$ cat config.mk
export PLATFORM = sky130hd
export DESIGN_NAME = bitctl_alu
export DESIGN_NICKNAME = d
export VERILOG_FILES = /design/src/rtl/bitctl_alu.sv
export SDC_FILE = /design/constraint.sdc
export NUM_CORES = 1
export LEC_CHECK = 0
export BUFFER_PORTS_ARGS = -buffer_cell sky130_fd_sc_hd__buf_4
export CORE_AREA = 2 2 39 41
export DETAILED_ROUTE_END_ITERATION = 7
export DIE_AREA = 0 0 41 43
export PLACE_DENSITY = 0.57
export SKIP_LAST_GASP = 1
export SYNTH_ARGS = -nofsm -noshare
export SYNTH_HDL_FRONTEND = slang
export SYNTH_SLANG_ARGS = --single-unit
$ cat constraint.sdc
create_clock -name vclk -period 1.72
set_input_delay 0 -clock vclk [all_inputs]
set_output_delay 0 -clock vclk [all_outputs]
set_load 0.02 [all_outputs]
$ cat src/rtl/bitctl_alu.sv
module bitctl_alu #(
  parameter int W = 3
) (
  input  logic [W-1:0] x_i,
  input  logic [W-1:0] y_i,
  input  logic         zero_x,
  input  logic         inv_x,
  input  logic         zero_y,
  input  logic         inv_y,
  input  logic         sel_add,
  input  logic         inv_out,
  output logic [W-1:0] res_o,
  output logic         zero_o,
  output logic         neg_o,
  output logic [W:0]   carry_o
);
  logic [W-1:0] xa, ya, xc, yc, sum, core;
  logic [W:0]   cy;

  assign xa = zero_x ? '0 : x_i;
  assign ya = zero_y ? '0 : y_i;
  assign xc = inv_x ? ~xa : xa;
  assign yc = inv_y ? ~ya : ya;

  assign cy[0] = 1'b0;
  for (genvar i = 0; i < W; i++) begin : g_rip
    assign sum[i]  = xc[i] ^ yc[i] ^ cy[i];
    assign cy[i+1] = (xc[i] & yc[i]) | (cy[i] & (xc[i] ^ yc[i]));
  end

  assign core    = sel_add ? sum : (xc & yc);
  assign res_o   = inv_out ? ~core : core;
  assign zero_o  = ~|res_o;
  assign neg_o   = res_o[W-1];
  assign carry_o = cy;
endmodule


; Word-level counts from Yosys, hierarchy flattened
; Cells that the tools add are included.
[word_totals]
register_bits = 0
in_bits = 12
word_cells = 24
[classes]
bitwise = 16
muxes = 6
reduce_logical = 2
[ops]
columns = op, count
row1 = $mux 3, 6
row2 = $not 3->3, 3
row3 = $and 1x1->1, 5
row4 = $xor 1x1->1, 5
row5 = $and 3x3->3, 1
row6 = $reduce_or 3->1, 1
row7 = $or 1x1->1, 2
row8 = $logic_not 1->1, 1

; Longest topological paths before layout
[depth]
ltp_word = 12
ltp_mapped = 8
ltp_nobuf = 8

; Worst setup path before layout
; Ideal clock, no wire load.
[synth_timing]
kind = input to output
startpoint = input zero_x
endpoint = output zero_o
slack_ps = -497
required_time_ps = 1720
arrival_ps = 2217
path_stages = 8
path_cell_list = nand2b_1 xnor2_1 ha_1 a21o_1 fa_1 mux2i_1 or3b_1 mux2i_1
[synth_between]
elab_chain_cells = 12
word_cells_on_any_way = 18
cone_classes = mux (4) / bitwise (12) / reduce/logical (2)
[synth_rtl]
columns = element, line
row1 = start: declaration, 6  ; input logic zero_x,
row2 = $mux 3 *, 20  ; assign xa = zero_x ? '0 : x_i;
row3 = $not 3->3, 22  ; assign xc = inv_x ? ~xa : xa;
row4 = $mux 3 *, 22
row5 = $and 1x1->1 *, 28  ; assign cy[i+1] = (xc[i] & yc[i]) | (cy[i] & (xc[i] ^ yc[i]));
row6 = via carry_o[1], 15  ; output logic [W:0] carry_o
row7 = $and 1x1->1 *, 28
row8 = $or 1x1->1 *, 28
row9 = via carry_o[2], 15
row10 = $xor 1x1->1 *, 27  ; assign sum[i] = xc[i] ^ yc[i] ^ cy[i];
row11 = $mux 3 *, 31  ; assign core = sel_add ? sum : (xc & yc);
row12 = $not 3->3, 32  ; assign res_o = inv_out ? ~core : core;
row13 = $mux 3 *, 32
row14 = $reduce_or 3->1 *, 33  ; assign zero_o = ~|res_o;
row15 = $logic_not 1->1 *, 33
row16 = end: declaration, 13  ; output logic zero_o,
; The timed path passes the listed nets; every way through them passes the cells marked *.

; Worst setup path in the final report
[layout_timing]
startpoint = input zero_x
endpoint = output zero_o
[layout_between]
elab_chain_cells = 12
word_cells_on_any_way = 18
cone_classes = mux (4) / bitwise (12) / reduce/logical (2)
[layout_rtl]
columns = element, line
row1 = $mux 3 *, 20
row2 = $not 3->3, 22
row3 = $mux 3 *, 22
row4 = $and 1x1->1 / $xor 1x1->1 (equally long branches), "28, 27"
row5 = $and 1x1->1, 28
row6 = $or 1x1->1, 28
row7 = $xor 1x1->1, 27
row8 = $mux 3 *, 31
row9 = $not 3->3, 32
row10 = $mux 3 *, 32
row11 = $reduce_or 3->1 *, 33
row12 = $logic_not 1->1 *, 33
; Mark *: on every way between the ends. The rest lies on a longest branch, timed or not.

==> impl_metrics.py <==
metrics = {
    "pwr": {
        "ir_drop_mv": 0.267,
        "p_switching_mw": 0.169,
        "combPwrFrac_pct": 100.0,
        "power.total_mw": 0.399,
        "intPower_mw": 0.230,
        "powerDensity_nw_per_um2": 632,
        "p_clk_share_pct": 0,
        "switching_share_pct": 42.4,
        "total_leakage_power_nw": 0.312,
        "seqPwrFrac_pct": 0,
    },
    "drt": {
        "first_pass_iters": 1,
        "post_drt_wl_per_cell_um": 8.68,
        "via_per_inst": 4.01,
        "wirelength_um": 677,
        "drc": 0,
        "drt_iter0_drc": 0,
        "vias": 313,
        "final_antenna_net_count": 0,
    },
    "final_layout": {
        "area_growth_pct": 127,
        "seqCellArea_um2": 0,
        "drive_gt1_share_pct": 69.4,
        "flops_and_latches": 0,
        "n_fill_cell": 142,
        "clkbuf_count": 0,
        "n_antenna_cell": 0,
        "nNetsFinal": 81,
        "multiInputGateArea_um2": 340,
    },
    "hold_path": {
        "hold_start": "inv_out",
        "hold_depth": 3,
        "hold_path_end": "res_o[2]",
        "min_path_type": "primary input to output port",
    },
    "status": {
        "status": "complete, but fails checks",
        "violations": "negative setup slack",
    },
    "yosys": {
        "syn_area_um2": 278,
        "syn_area_per_cell_um2": 8.96,
        "synth_top_area_share_pct": 28.4,
        "netlist_instances": 31,
        "yosys-top-cells-area": "xnor2_1, ha_1, mux2i_1",
        "synth_fa_ha_area_share_pct": 25.2,
        "synth_largest_area_cell": "xnor2_1",
        "synth_xor_xnor_area_share_pct": 31.5,
        "yosys_warnings": 0,
        "yosys.cell_types.count": 11,
        "syn-num-nets": 48,
        "yosys.area_share.simple_pct": 19.4,
        "synth-compound-area-share_pct": 2.70,
        "yosysSeqAreaShare_pct": 0,
        "synth_mux_area_share_pct": 14.4,
        "synth_top_family_by_area": "XOR/XNOR gates",
    },
    "global_route": {
        "grt-ovfl-total": 0,
        "grt_pass1_vias": 330,
        "grt_pass1_wl_mm": 1.19,
        "track_usage_pct": 9.23,
        "antenna_found_initial": 0,
        "grt_max_degree": 6,
    },
    "timing": {
        "post-route-period-util_pct": 123,
        "rsz0062_at_grt": "yes",
        "fmax_mhz": 473,
        "slew_violations": 0,
        "post-route-min-period_ps": 2110,
        "layout_setup_ws_ps": -393,
        "setup_viol": 3,
        "hold_viol": 0,
    },
    "floorplan": {
        "fp-row-count": 14,
        "die_w_um": 41,
        "core_um2": 1380,
        "start_util_pct": 20.1,
        "die_h_um": 43,
        "die_area_um2": 1760,
        "ios": 21,
    },
    "clock_tree": {
        "postCtsHoldBufs": 0,
    },
    "worst_setup_path": {
        "cp.arrival_ps": 2110,
        "crit_path_end_kind": "output port",
        "required_ps": 1720,
        "start_kind": "primary input",
        "crit_fanout": 3,
        "path_class": "primary input to output port",
    },
    "placed_design": {
        "preCtsSetupSlack_ps": -500,
        "gp_congestion": 0.655,
        "portBuffers": 20,
    },
    "job": {
        "maxCapViolCount": 0,
    },
}
## per-layer routing
| metal | vias up | track usage, % | wire length [um] |
|---|---|---|---|
| met1 | 137 | 9.62 | 231 |
| met4 | 0 | 0 | 0 |
| met3 | 0 | 0 | 49 |
| met5 | - | 0 | 0 |
| met2 | 15 | 19.4 | 397 |
| li1 | 161 | - | - |
## power by group through the flow
stage | Combinational [mW] | Sequential, mW | Clock [mW]
final | 0.399 | 0 | 0
after global routing | 0.433 | 0 | 0
after CTS | 0.378 | 0 | 0
after detailed placement | 0.345 | 0 | 0
after global placement | 0.342 | 0 | 0
after floorplan | 0.204 | 0 | 0
## layout by cell type (no fill, tap or decap)
master,n
buf_6,6
ha_1,3
xnor2_2,2
xnor2_1,6
or3b_4,1
conb_1,1
nand2b_1,4
mux2i_4,1
mux2i_1,2
a21o_4,1
nand2b_4,2
mux2i_2,1
fa_1,1
buf_4,27
nand3b_1,1
xnor2_4,1
xor2_1,1
ha_2,1
## cell families (layout without fill, tap and decap cells)
logic type,Yosys count,in the layout
compound gates,1,1
xor+xnor,10,10
fa+ha+maj,5,5
buf+inv,2,33
mux,4,4
other cells,1,1
simple gates,8,8
## synth_stat cells
cell / instances
mux2i_1: 4
nand3b_1: 1
xnor2_1: 9
buf_4: 2
fa_1: 1
nand2b_1: 6
conb_1: 1
a21o_1: 1
or3b_1: 1
xor2_1: 1
ha_1: 4
## critical path: stages
cell and delay (ps):
buf_6 90, nand2b_4 130, xnor2_2 120, ha_1 320, a21o_4 220, fa_1 490, mux2i_2 70, or3b_4 380
mux2i_4 150, buf_6 130
## timing repair
action                                  CTS  global route
endpoints found under the setup margin    3             3
gates resized for setup                   7             3
pin swaps                                 4             2
setup buffers                             2             0
## worst max-delay path by stage
stage / from / to / slack [ps] / cells past startpoint
2_1_floorplan: zero_y / zero_o / -320 / 8
3_3_place_gp: zero_y / zero_o / -510 / 10
3_5_place_dp: zero_y / zero_o / -500 / 10
4_1_cts: zero_x / zero_o / -400 / 10
5_1_grt: zero_x / zero_o / -480 / 10
6_report: zero_x / zero_o / -390 / 10
## cell type report
class                      count  area share, %
timing repair buffer          33           42.9
tap                           16           3.17
multi-input combinational     29           54.0
## metrics by stage
stage / area, um2 / cells / util [%] / setup TNS (ps) / hold WS (ps)
6_report: 631 / 78 / 45.6 / -954 / 355
5_1_grt: 631 / 78 / 45.6 / -1260 / 373
4_1_cts: 612 / 78 / 44.2 / -1010 / 344
3_5_place_dp: 564 / 76 / 40.8 / -1020 / 346
3_3_place_gp: 564 / 76 / 40.8 / -1020 / 341
2_1_floorplan: 327 / 31 / - / -495 / 106
No activity file was read; power rests on OpenSTA's default activity.
